--- src/rtl/pio_pkg.sv ---
package pio_pkg;
    localparam int PORT_W  = 8;
    localparam int HALF_W  = PORT_W / 2;
    localparam int NSEC    = 4;
    localparam int ADDR_W  = 2;
    localparam int PIN_W   = 3 * PORT_W;
    localparam logic [ADDR_W-1:0] OFS_A   = 2'd0;
    localparam logic [ADDR_W-1:0] OFS_B   = 2'd1;
    localparam logic [ADDR_W-1:0] OFS_C   = 2'd2;
    localparam logic [ADDR_W-1:0] OFS_CFG = 2'd3;

    typedef struct packed {
        logic [NSEC-1:0]   dir;
        logic [PORT_W-1:0] lat_c;
        logic [PORT_W-1:0] lat_b;
        logic [PORT_W-1:0] lat_a;
    } pio_state_t;

    // Expand four section direction bits to a per-pin mask {C, B, A}.
    function automatic logic [PIN_W-1:0] dir_mask(input logic [NSEC-1:0] d);
        return {{HALF_W{d[3]}}, {HALF_W{d[2]}}, {PORT_W{d[1]}}, {PORT_W{d[0]}}};
    endfunction
endpackage

--- src/rtl/pio_regs.sv ---
module pio_regs
    import pio_pkg::*;
(
    input  logic              clk,
    input  logic              rst_n,
    input  logic              warm_rst,
    input  logic              retain_en,
    input  logic [ADDR_W-1:0] addr,
    input  logic              wr_en,
    input  logic [PORT_W-1:0] wr_data,
    output pio_state_t        st
);
    pio_state_t st_d, st_q;

    always_comb begin
        st_d = st_q;
        if (warm_rst) begin
            if (!retain_en) st_d = '0;
        end else if (wr_en) begin
            case (addr)
                OFS_A:   st_d.lat_a = wr_data;
                OFS_B:   st_d.lat_b = wr_data;
                OFS_C:   st_d.lat_c = wr_data;
                default: st_d.dir   = wr_data[NSEC-1:0];
            endcase
        end
    end

    always_ff @(posedge clk or negedge rst_n) begin
        if (!rst_n) st_q <= '0;
        else        st_q <= st_d;
    end

    assign st = st_q;

    a_r6_retain_hold: assert property (@(posedge clk) disable iff (!rst_n)
        (warm_rst && retain_en) |=> (st_q == $past(st_q)));

    a_r7_warm_clear: assert property (@(posedge clk) disable iff (!rst_n)
        (warm_rst && !retain_en) |=> (st_q == '0));

    a_r8_idle_stable: assert property (@(posedge clk) disable iff (!rst_n)
        (!wr_en && !warm_rst) |=> $stable(st_q));

    a_r4_latch_load: assert property (@(posedge clk) disable iff (!rst_n)
        (wr_en && !warm_rst && addr == OFS_B) |=> (st_q.lat_b == $past(wr_data)));
endmodule

--- src/rtl/pio_pins.sv ---
module pio_pins
    import pio_pkg::*;
(
    input  logic            clk,
    input  logic            rst_n,
    input  pio_state_t      st,
    input  logic [NSEC-1:0] force_out,
    output logic [NSEC-1:0] eff_dir,
    output logic [PIN_W-1:0] pin_out,
    output logic [PIN_W-1:0] pin_oe
);
    assign eff_dir = st.dir | force_out;
    assign pin_out = {st.lat_c, st.lat_b, st.lat_a};

    localparam int SEC_LO [NSEC] = '{0, PORT_W, 2*PORT_W, 2*PORT_W + HALF_W};
    localparam int SEC_W  [NSEC] = '{PORT_W, PORT_W, HALF_W, HALF_W};

    for (genvar s = 0; s < NSEC; s++) begin : g_sec
        assign pin_oe[SEC_LO[s] +: SEC_W[s]] = {SEC_W[s]{eff_dir[s]}};
    end

    a_r3_force_a: assert property (@(posedge clk) disable iff (!rst_n)
        force_out[0] |-> (&pin_oe[PORT_W-1:0]));

    a_r3_force_chi: assert property (@(posedge clk) disable iff (!rst_n)
        force_out[3] |-> (&pin_oe[PIN_W-1:PIN_W-HALF_W]));

    a_r2_c_lo_uniform: assert property (@(posedge clk) disable iff (!rst_n)
        ($countones(pin_oe[2*PORT_W +: HALF_W]) == 0) ||
        ($countones(pin_oe[2*PORT_W +: HALF_W]) == HALF_W));
endmodule

--- src/rtl/pio_rdmux.sv ---
module pio_rdmux
    import pio_pkg::*;
(
    input  pio_state_t        st,
    input  logic [NSEC-1:0]   eff_dir,
    input  logic [PIN_W-1:0]  pin_in,
    input  logic [ADDR_W-1:0] addr,
    output logic [PORT_W-1:0] rd_data
);
    logic [PIN_W-1:0] mask, merged;

    always_comb begin
        mask   = dir_mask(eff_dir);
        merged = ({st.lat_c, st.lat_b, st.lat_a} & mask) | (pin_in & ~mask);
        case (addr)
            OFS_A:   rd_data = merged[0 +: PORT_W];
            OFS_B:   rd_data = merged[PORT_W +: PORT_W];
            OFS_C:   rd_data = merged[2*PORT_W +: PORT_W];
            default: rd_data = {{(PORT_W-NSEC){1'b0}}, eff_dir};
        endcase
    end

    always_comb begin
        if (addr == OFS_CFG) a_r3_cfg_upper_zero: assert (rd_data[PORT_W-1:NSEC] == '0);
    end
endmodule

--- src/rtl/pio_group.sv ---
module pio_group
    import pio_pkg::*;
(
    input  logic              clk,
    input  logic              rst_n,
    input  logic              warm_rst,
    input  logic              retain_en,
    input  logic [NSEC-1:0]   force_out,
    input  logic [ADDR_W-1:0] addr,
    input  logic              wr_en,
    input  logic [PORT_W-1:0] wr_data,
    output logic [PORT_W-1:0] rd_data,
    input  logic [PIN_W-1:0]  pin_in,
    output logic [PIN_W-1:0]  pin_out,
    output logic [PIN_W-1:0]  pin_oe
);
    pio_state_t      st;
    logic [NSEC-1:0] eff_dir;

    pio_regs u_regs (
        .clk(clk), .rst_n(rst_n), .warm_rst(warm_rst), .retain_en(retain_en),
        .addr(addr), .wr_en(wr_en), .wr_data(wr_data), .st(st)
    );

    pio_pins u_pins (
        .clk(clk), .rst_n(rst_n), .st(st), .force_out(force_out),
        .eff_dir(eff_dir), .pin_out(pin_out), .pin_oe(pin_oe)
    );

    pio_rdmux u_rd (
        .st(st), .eff_dir(eff_dir), .pin_in(pin_in), .addr(addr), .rd_data(rd_data)
    );

    a_r1_reset_quiet: assert property (@(posedge clk)
        !rst_n |-> (pin_oe == (pin_oe & dir_mask(force_out))) && (pin_out == '0));
endmodule

--- config.mk ---
export PLATFORM = sky130hd
export DESIGN_NAME = pio_group
export DESIGN_NICKNAME = d
export VERILOG_FILES = /design/src/rtl/pio_pkg.sv /design/src/rtl/pio_regs.sv /design/src/rtl/pio_pins.sv /design/src/rtl/pio_rdmux.sv /design/src/rtl/pio_group.sv
export SDC_FILE = /design/constraint.sdc
export NUM_CORES = 1
export LEC_CHECK = 0
export BUFFER_PORTS_ARGS = -buffer_cell sky130_fd_sc_hd__buf_2
export CAP_MARGIN = 20
export CORE_MARGIN = 1.5
export CORE_UTILIZATION = 50
export DETAILED_ROUTE_END_ITERATION = 6
export HOLD_SLACK_MARGIN = 0.08
export PLACE_DENSITY = 0.95
export REMOVE_ABC_BUFFERS = 1
export SKIP_LAST_GASP = 1
export SYNTH_ARGS = -nofsm -noshare
export SYNTH_HDL_FRONTEND = slang
export SYNTH_SLANG_ARGS = --single-unit
--- constraint.sdc ---
create_clock -name clk -period 2.85 [get_ports clk]
set_clock_uncertainty 0.05 [all_clocks]
set_input_delay 0.1425 -clock clk [delete_from_list [all_inputs] [get_ports clk]]
set_output_delay 0.1425 -clock clk [all_outputs]
set_load 0.1 [all_outputs]
# After elaboration in Yosys (flattened, before gate mapping)

Index checks and enable logic that the tools add are counted.

Bits in registers: 28
Input port bits: 43
Output and inout port bits: 56
Logic and storage cells: 31

Equal/unequal tests: 4
Muxes and demuxes: 8
Bitwise logic cells: 5
Reductions and logical operators: 10

Operators by type and width:

| operator             | number |
|---|---|
| $mux W28             | 3 |
| $and A24 B24 Y24     | 2 |
| $mux W8              | 3 |
| $not A24 Y24         | 1 |
| $or A24 B24 Y24      | 1 |
| $pmux W8 S3          | 1 |
| $reduce_and A3 Y1    | 4 |
| $reduce_bool A2 Y1   | 4 |
| $mux W4              | 1 |
| $or A4 B4 Y4         | 1 |
| $reduce_or A3 Y1     | 1 |
| $eq A2 B1 Y1 const B | 1 |
| $eq A2 B2 Y1 const B | 1 |
| $logic_not A2 Y1     | 1 |
| $ne A2 B1 Y1 const B | 1 |
| $ne A2 B2 Y1 const B | 1 |

# Logic depth before layout (Yosys ltp)

Gate-level depths: netlist of the first run.

Depth in word-level cells: 5
Mapped depth: 5
Gate-level depth less buffers: 3

# Hierarchy

A second synthesis of the first run with hierarchy kept.

Cells, all modules: 229
Area, all modules: 2015.7 um^2

Modules (own cells, without submodules):

| module    | times used | cells each | area an instance (um^2) | sequential area each (um^2) |
|---|---|---|---|---|
| pio_regs  | 1          | 124        | 1168.6                  | 700.7 |
| pio_rdmux | 1          | 53         | 461.7                   | 0.0 |
| pio_pins  | 1          | 52         | 385.4                   | 0.0 |

# Worst setup path after synthesis of the first run

OpenSTA, ideal clock, no wires.

Path type: reg-to-output
Start point: register u_regs.st_q, in the netlist u_regs.st[26]
End point: output port rd_data[2]
Data arrival time: 3.299 ns
Required time: 2.658 ns
Path slack: -0.641 ns
Stages on the path, launching flop included: 4
Buffers on the path: 0
Path through: dfrtp_1 -> or4b_1 -> and3_1 -> a221oi_1

Word-level cells in the longest chain between the ends: 5
Elaborated cells on any way between the ends: 6
Those cells by class: mux: 1; bitwise: 5

RTL lines:

| element                  | RTL line        | RTL |
|---|---|---|
| start: declaration       | pio_regs.sv:13  | `pio_state_t st_d, st_q;` |
| start signal: assignment | pio_regs.sv:31  | `else st_q <= st_d;` |
| $or A4 B4 Y4 *           | pio_pins.sv:12  | `assign eff_dir = st.dir \| force_out;` |
| $not A24 Y24             | pio_rdmux.sv:14 | `merged = ({st.lat_c, st.lat_b, st.lat_a} & mask) \| (pin_in & ~mask);` |
| $and A24 B24 Y24         | pio_rdmux.sv:14 |  |
| $or A24 B24 Y24          | pio_rdmux.sv:14 |  |
| $pmux W8 S3 *            | pio_rdmux.sv:15 | `case (addr)` |
| end: declaration         | pio_group.sv:12 | `output logic [PORT_W-1:0] rd_data,` |

Mark *: on every way between the ends. The rest lies on a longest branch, timed or not.

# Final worst setup path of the first run

Start point: register u_regs.st_q, in the netlist u_regs.st[24]
End point: output port rd_data[0]

The elaborated chain is that of the path after synthesis.

==> flow_summary.yaml, run 1 <==
final_layout:
  area.growth.synth_to_final_pct: 17.5
  finalCoreUtilization: 0.623
  stdcell_count: 334
  area.sequential_um2: 701
  ratio_of_cells_with_drive_above_1_in_the_final_layout: 0.430
  insertedDiodeCount: 0
  largest_reg_flops: 28
  num-fill-cells: 313
  multi_input_gate_area_um2: 878
  layout.cell_area.non_filler_mm2: 0.00231
  nNetsFinal: 330
sta:
  worst_slew_margin_rel: 0.302
  fmax_ghz: 0.408
  final-hold-violation-count: 0
  fin_setup_tns_ps: 0
  setup_repair_after_global_routing_missed_its_margin: "false"
  period_needed_ps: 2450
  whs_ps: 91.7
  final_critical_path_setup_slack_ps: 396
  final_min_period_over_clock_period: 0.861
  setup_viol: 0
  tightest_slew_ps: 1050
  drv_slew: 0
yosys:
  post_synth_and_or_nand_nor_area_fraction: 0.193
  synth_async_sr_flop_share: 1.00
  number_of_enable_flip_flop_cells_after_synthesis: 0
  synth-compound-area-share: 0.137
  post_synth_xor_area_fraction: 0
  yosysWarningCount: 0
  synth_seq_cells: 28
  yosysUniqueCellTypes: 30
  syn-instance-count: 227
  ys_seq_area_frac: 0.356
  synth_top_family_by_area: "buffers and inverters"
  synth_fa_ha_area_frac: 0
  syn_avg_cell_area_um2: 8.68
  synthFlopType: "sky130_fd_sc_hd__dfrtp_1"
  multiplexer_share_of_the_synthesized_area: 0.117
  netlist_area_mm2: 0.00197
clock_tree:
  cts_bufs_inserted: 3
  clock_tree.htree_level_count: 1
  cts.path.max_buffers: 2
  clk-insertion-delay-late_ps: 270
  tritoncts: "built"
  clkTransAtPathRegs_ps: 100
  clockRootBuffer: "sky130_fd_sc_hd__clkbuf_8"
  cts_sinks: 28
  cts_post_setup_buffers_inserted: 0
  postcts_resize_cnt: 0
power_and_ir_drop:
  p_total_mw: 1.45
  power.density_cell_area_mw_per_mm2: 627
  clock_power_share: 0.215
  comb_power_share: 0.479
  ir_drop_uv: 246
  net-switching-power_mw: 0.718
  leakage_nw: 1.20
  seq_power_share: 0.307
  power.switching_fraction: 0.494
  cellInternalPower_mw: 0.735
place:
  gp_routability_congestion: 0.828
  post-place-cells: 322
  place.port_buffers: 98
  post-place-ws_ps: 705
  dpl.hpwl_um: 3690
  placedInstanceArea_mm2: 0.00216
floorplan:
  die_y_um: 65.8
  num_rows: 22
  floorplan.io_pins: 99
  core_area_mm2: 0.00372
  die_area_mm2: 0.00432
  initial_cell_density_of_the_core: 0.530
  dieWidth_um: 65.8
grt:
  globalRouteTotalUtil: 0.232
  grt_pass1_wl_um: 7700
  first_global_vias: 1647
  grt_start_max_net_pins: 29
  grt_overflow_total: 0
  antenna_found_initial: 0
worst_hold_path:
  worstHoldPathType: "input port to flip-flop"
critical_path:
  criticalPathCategory: "flip-flop to output port"
  critical_path.startpoint_type: "flip-flop"
  critical_path_required_ps: 2660
  cp-end-kind: "output port"
  critPathMaxFanout: 14
  timing.critical_path.arrival_ps: 2260
run:
  timing.max_cap.violations: 0
run_status:
  status: "finished, final reports clean"
route:
  antenna_viol_nets_final: 0
  routed-via-count: 1799
  wire_per_inst_um: 15.2
  viasPerCell: 5.39
  detail_route.drc_violations: 0
  drt_iter0_markers: 120
  route.final.wire_length_um: 5060
  drt_pass1_iterations: 4
cells in the final DEF, fill, tap and decap left out, types with 4 or more instances in the layout:
cell                             n
sky130_fd_sc_hd__a21o_1          4
sky130_fd_sc_hd__or3b_2          4
sky130_fd_sc_hd__dlygate4sd3_1   8
sky130_fd_sc_hd__mux2i_1        11
sky130_fd_sc_hd__nand2_1        56
sky130_fd_sc_hd__buf_2          98
sky130_fd_sc_hd__o21ai_0        31
sky130_fd_sc_hd__mux2_2          4
sky130_fd_sc_hd__o221ai_1        4
sky130_fd_sc_hd__dfrtp_1        28
power groups by stage:
stage          Combinational, mW  Clock (mW)  Sequential [mW]
4_1_cts                    0.696       0.312            0.445
3_3_place_gp               0.681           0            0.451
5_1_grt                    0.722       0.326            0.449
6_report                   0.695       0.312            0.445
3_5_place_dp               0.688           0            0.453
2_1_floorplan              0.401           0            0.610
cell families (layout without fill, tap and decap cells):
group,Yosys count,after routing
multiplexers,19,19
buffers and inverters,57,116
flip-flops,28,28
AND/OR/NAND/NOR,77,77
AO/OA/AOI/OAI,46,46
critical path, cell delays in order (launching register included):
cell	delay, ps
sky130_fd_sc_hd__dfrtp_1	390
sky130_fd_sc_hd__or2_1	430
sky130_fd_sc_hd__mux2_4	380
sky130_fd_sc_hd__mux4_2	480
sky130_fd_sc_hd__buf_2	310
final timing paths:
| check | from | endpoint | slack (ps) | depth (start not counted) |
|---|---|---|---|---|
| max in group asynchronous | rst_n | u_regs.st[3] | 1960 | 2 |
| hold reg to reg | u_regs.st[24] | u_regs.st[24] | 500 | 2 |
| setup / recovery | u_regs.st[24] | rd_data[0] | 400 | 4 |
| setup reg to reg | u_regs.st[27] | u_regs.st[27] | 1970 | 2 |
| min in group asynchronous | rst_n | u_regs.st[5] | 380 | 2 |
| hold / removal | wr_data[1] | u_regs.st[1] | 90 | 3 |
what timing repair did:
| item | 4_1_cts | 5_1_grt |
|---|---|---|
| setup endpoints to repair | 0 | 0 |
| hold buffers | 8 | 0 |
| endpoints found under the hold margin | 48 | 0 |
area by class of cell:
class                   instances  area share
well taps                      48      0.0259
flip-flops and latches         28       0.303
clock buffers                   3      0.0178
clock inverters                 1      0.0130
inverters                       3     0.00486
multi-input cells             142       0.379
repair buffers                109       0.256
synthesized netlist by cell type (3+ instances only):
library cell	n	area [um^2]
sky130_fd_sc_hd__buf_2	3	15.0
sky130_fd_sc_hd__nand2_1	56	210
sky130_fd_sc_hd__dfrtp_1	28	701
sky130_fd_sc_hd__nand2b_1	3	18.8
sky130_fd_sc_hd__clkbuf_1	6	22.5
sky130_fd_sc_hd__a21o_1	4	30.0
sky130_fd_sc_hd__o21ai_0	31	155
sky130_fd_sc_hd__mux2i_1	11	110
sky130_fd_sc_hd__buf_4	44	330
sky130_fd_sc_hd__inv_1	3	11.3
sky130_fd_sc_hd__or3b_2	4	35.0
sky130_fd_sc_hd__o221ai_1	4	35.0
sky130_fd_sc_hd__mux2_2	4	45.0
per-layer routing:
metal / vias up / global-route usage / routed length, um
li1: 853 / - / -
met3: 8 / 0.0223 / 351
met2: 94 / 0.405 / 2490
met5: - / 0 / 0
met1: 844 / 0.294 / 2110
met4: 0 / 0.0911 / 105
Note: power is estimated with default switching activity, not from simulation.
==> run 2: changes to the inputs <==
ABC_AREA = 1   (was not set)
CORE_UTILIZATION = 41   (was 50)
PLACE_DENSITY = 0.85   (was 0.95)
clock period = 2.1 ns   (was 2.85 ns; I/O delays follow)
==> run 2 against run 1 <==
  * The run now ends with DRC left
  * First-iteration DRC count up 57%
  * Sequential power grew 33%
  * Synthesized cell count rose by 16%
  * Sequential share of layout area grew 1.1 points
  * Non-clock buffer count down 8
  * Routed wire length fell by 0.43%
  * Utilization is 12 points lower
  * Area after synthesis down 2.5%
  * Count of clock-buffer cells in the layout grew 1
  * Total power is 34% higher
  * Critical path depth is 2 higher
  * Critical endpoint unchanged
==> flow_summary.yaml, run 2 <==
sta:
  final-hold-violation-count: 0
  drv_slew: 0
  setup_viol: 0
  tightest_slew_ps: 602
  worst_slew_margin_rel: 0.599
  fmax_ghz: 0.495
  period_needed_ps: 2020
  fin_setup_tns_ps: 0
  whs_ps: 109
  final_min_period_over_clock_period: 0.963
  setup_repair_after_global_routing_missed_its_margin: "false"
floorplan:
  num_rows: 24
  core_area_mm2: 0.00444
  die_area_mm2: 0.00510
  initial_cell_density_of_the_core: 0.432
  dieWidth_um: 71.4
  floorplan.io_pins: 99
  die_y_um: 71.4
route:
  drt_pass1_iterations: 6
  wire_per_inst_um: 13.5
  viasPerCell: 4.95
  antenna_viol_nets_final: 0
  drt_iter0_markers: 189
  routed-via-count: 1851
  detail_route.drc_violations: 6
  route.final.wire_length_um: 5040
yosys:
  yosysUniqueCellTypes: 14
  ys_seq_area_frac: 0.365
  synth_top_cell_area_share: 0.365
  synth_top_family_by_area: "buffers and inverters"
  synthFlopType: "sky130_fd_sc_hd__dfrtp_1"
  synth_fa_ha_area_frac: 0
  post_synth_and_or_nand_nor_area_fraction: 0.229
  synthTopCellsByCount: "sky130_fd_sc_hd__nand2_1 (58), sky130_fd_sc_hd__inv_1 (55), sky130_fd_sc_hd__buf_4 (44), sky130_fd_sc_hd__dfrtp_1 (28), sky130_fd_sc_hd__o22ai_1 (26)"
  syn-instance-count: 263
  post_synth_xor_area_fraction: 0
  synth-compound-area-share: 0.121
  netlist_area_mm2: 0.00192
  syn_avg_cell_area_um2: 7.30
  synth.most_common_cell: "sky130_fd_sc_hd__nand2_1"
  largest_cells_by_area_after_synthesis: "sky130_fd_sc_hd__dfrtp_1 (36%), sky130_fd_sc_hd__buf_4 (17%), sky130_fd_sc_hd__nand2_1 (11%), sky130_fd_sc_hd__inv_1 (11%), sky130_fd_sc_hd__o22ai_1 (8.5%)"
  yosysWarningCount: 0
  synth_async_sr_flop_share: 1.00
  synth_seq_cells: 28
  multiplexer_share_of_the_synthesized_area: 0
  synth_largest_area_cell: "sky130_fd_sc_hd__dfrtp_1"
  number_of_enable_flip_flop_cells_after_synthesis: 0
grt:
  grt_overflow_total: 0
  grt_start_max_net_pins: 29
  first_global_vias: 1773
  grt_pass1_wl_um: 8010
  antenna_found_initial: 0
  globalRouteTotalUtil: 0.199
clock_tree:
  clkTransAtPathRegs_ps: 90
  cts.path.max_buffers: 2
  clk-insertion-delay-late_ps: 270
  cts_bufs_inserted: 3
  clock_tree.htree_level_count: 1
  cts_sinks: 28
  clockRootBuffer: "sky130_fd_sc_hd__clkbuf_8"
  tritoncts: "built"
  cts_post_setup_buffers_inserted: 0
critical_path:
  highest_cell_delay_on_the_worst_timing_path_ps: 440
  cp-end-kind: "output port"
  timing.critical_path.arrival_ps: 1870
  cp_cell_instances: "nor2_1, inv_1, nand2_1, nand3_1, nand4_1, buf_2"
  path_delay_family: "buffers and inverters"
  critical-path-slowest-cell: "sky130_fd_sc_hd__buf_2"
  critical_path_buf_inv_count: 2
  criticalPathCategory: "flip-flop to output port"
  critical_path.startpoint_type: "flip-flop"
  critical_path_required_ps: 1950
  critPathMaxFanout: 9
final_layout:
  nNetsFinal: 366
  largest_reg_flops: 28
  insertedDiodeCount: 0
  finalCoreUtilization: 0.503
  layout.cells.most_common: "sky130_fd_sc_hd__buf_2"
  ratio_of_cells_with_drive_above_1_in_the_final_layout: 0.357
  mostFrequentLayoutCells: "sky130_fd_sc_hd__buf_2 (96), sky130_fd_sc_hd__nand2_1 (58), sky130_fd_sc_hd__inv_1 (55)"
  area.growth.synth_to_final_pct: 16.4
  stdcell_count: 374
place:
  gp_routability_congestion: 0.846
  dpl.hpwl_um: 3960
  place.port_buffers: 98
  post-place-cells: 369
run_status:
  violated_checks: "DRC"
  status: "finished, violations left"
worst_hold_path:
  worstHoldPathType: "input port to flip-flop"
power_and_ir_drop:
  p_total_mw: 1.95
  ir_drop_uv: 281
  power.density_cell_area_mw_per_mm2: 872
  leakage_nw: 1.34
run:
  timing.max_cap.violations: 0
run 2: cell count changes in the layout (fill, tap and decap cells not counted), sizes merged, moves of 7 or more:
cell         before  now
dlygate4sd3       8    1
inv               3   55
mux2i            11    0
nand2            56   64
nand3             0   18
o21ai            32   14
o22ai             2   26
run 2: report_power, final:
part / internal [mW] / total (mW) / switching (mW)
logic: 0.160 / 1.02 / 0.865
registers: 0.575 / 0.594 / 0.0189
clock network: 0.168 / 0.330 / 0.162
run 2: per-layer routing:
| layer | GRT usage | up-vias | share of wire |
|---|---|---|---|
| met5 | 0 | - | 0 |
| met3 | 0.0506 | 14 | 0.075 |
| met2 | 0.337 | 79 | 0.50 |
| li1 | - | 905 | - |
| met1 | 0.242 | 853 | 0.40 |
| met4 | 0.0769 | 0 | 0.024 |
run 2: worst reg2reg max path: stages, from the launching register on:
cell,delay (ps)
sky130_fd_sc_hd__dfrtp_1,400
sky130_fd_sc_hd__inv_1,90
sky130_fd_sc_hd__o22ai_1,90
run 2: kinds of logic after synthesis:
logic type,count (synthesis)
buffers and inverters,101
AOI/OAI and AO/OA,40
and+or+nand+nor,94
DFF,28
run 2: what timing repair did:
item	CTS	global route
hold buffers	1	0
setup endpoints to repair	0	2
gates resized for setup	0	2
hold endpoints to repair	28	0
run 2: cell type report:
class,instances,area (um^2)
repair buffers,101,533
fillers,436,2210
multi-input cells,134,676
inverters,55,206
clock buffers,4,55.1
flip-flops and latches,28,701
well taps,52,65.1
run 2: path summary, 6_finish.rpt:
kind	slack, ps	end	from	depth (start not counted)
min reg2reg	480	u_regs.st[26]	u_regs.st[26]	2
max in group asynchronous	1290	u_regs.st[4]	rst_n	2
min in group asynchronous	310	u_regs.st[26]	rst_n	2
max reg2reg	1350	u_regs.st[25]	u_regs.st[25]	2
min	110	u_regs.st[22]	wr_data[6]	3
max	80	rd_data[0]	u_regs.st[26]	6
run 2: metrics by stage:
stage / cell area [um^2] / setup WS, ps
floorplan: 1580 / -4660
global placement: 2170 / 445
detailed placement: 2170 / 400
CTS: 2230 / 93.0
global route: 2240 / 4.50
finish: 2240 / 78.0
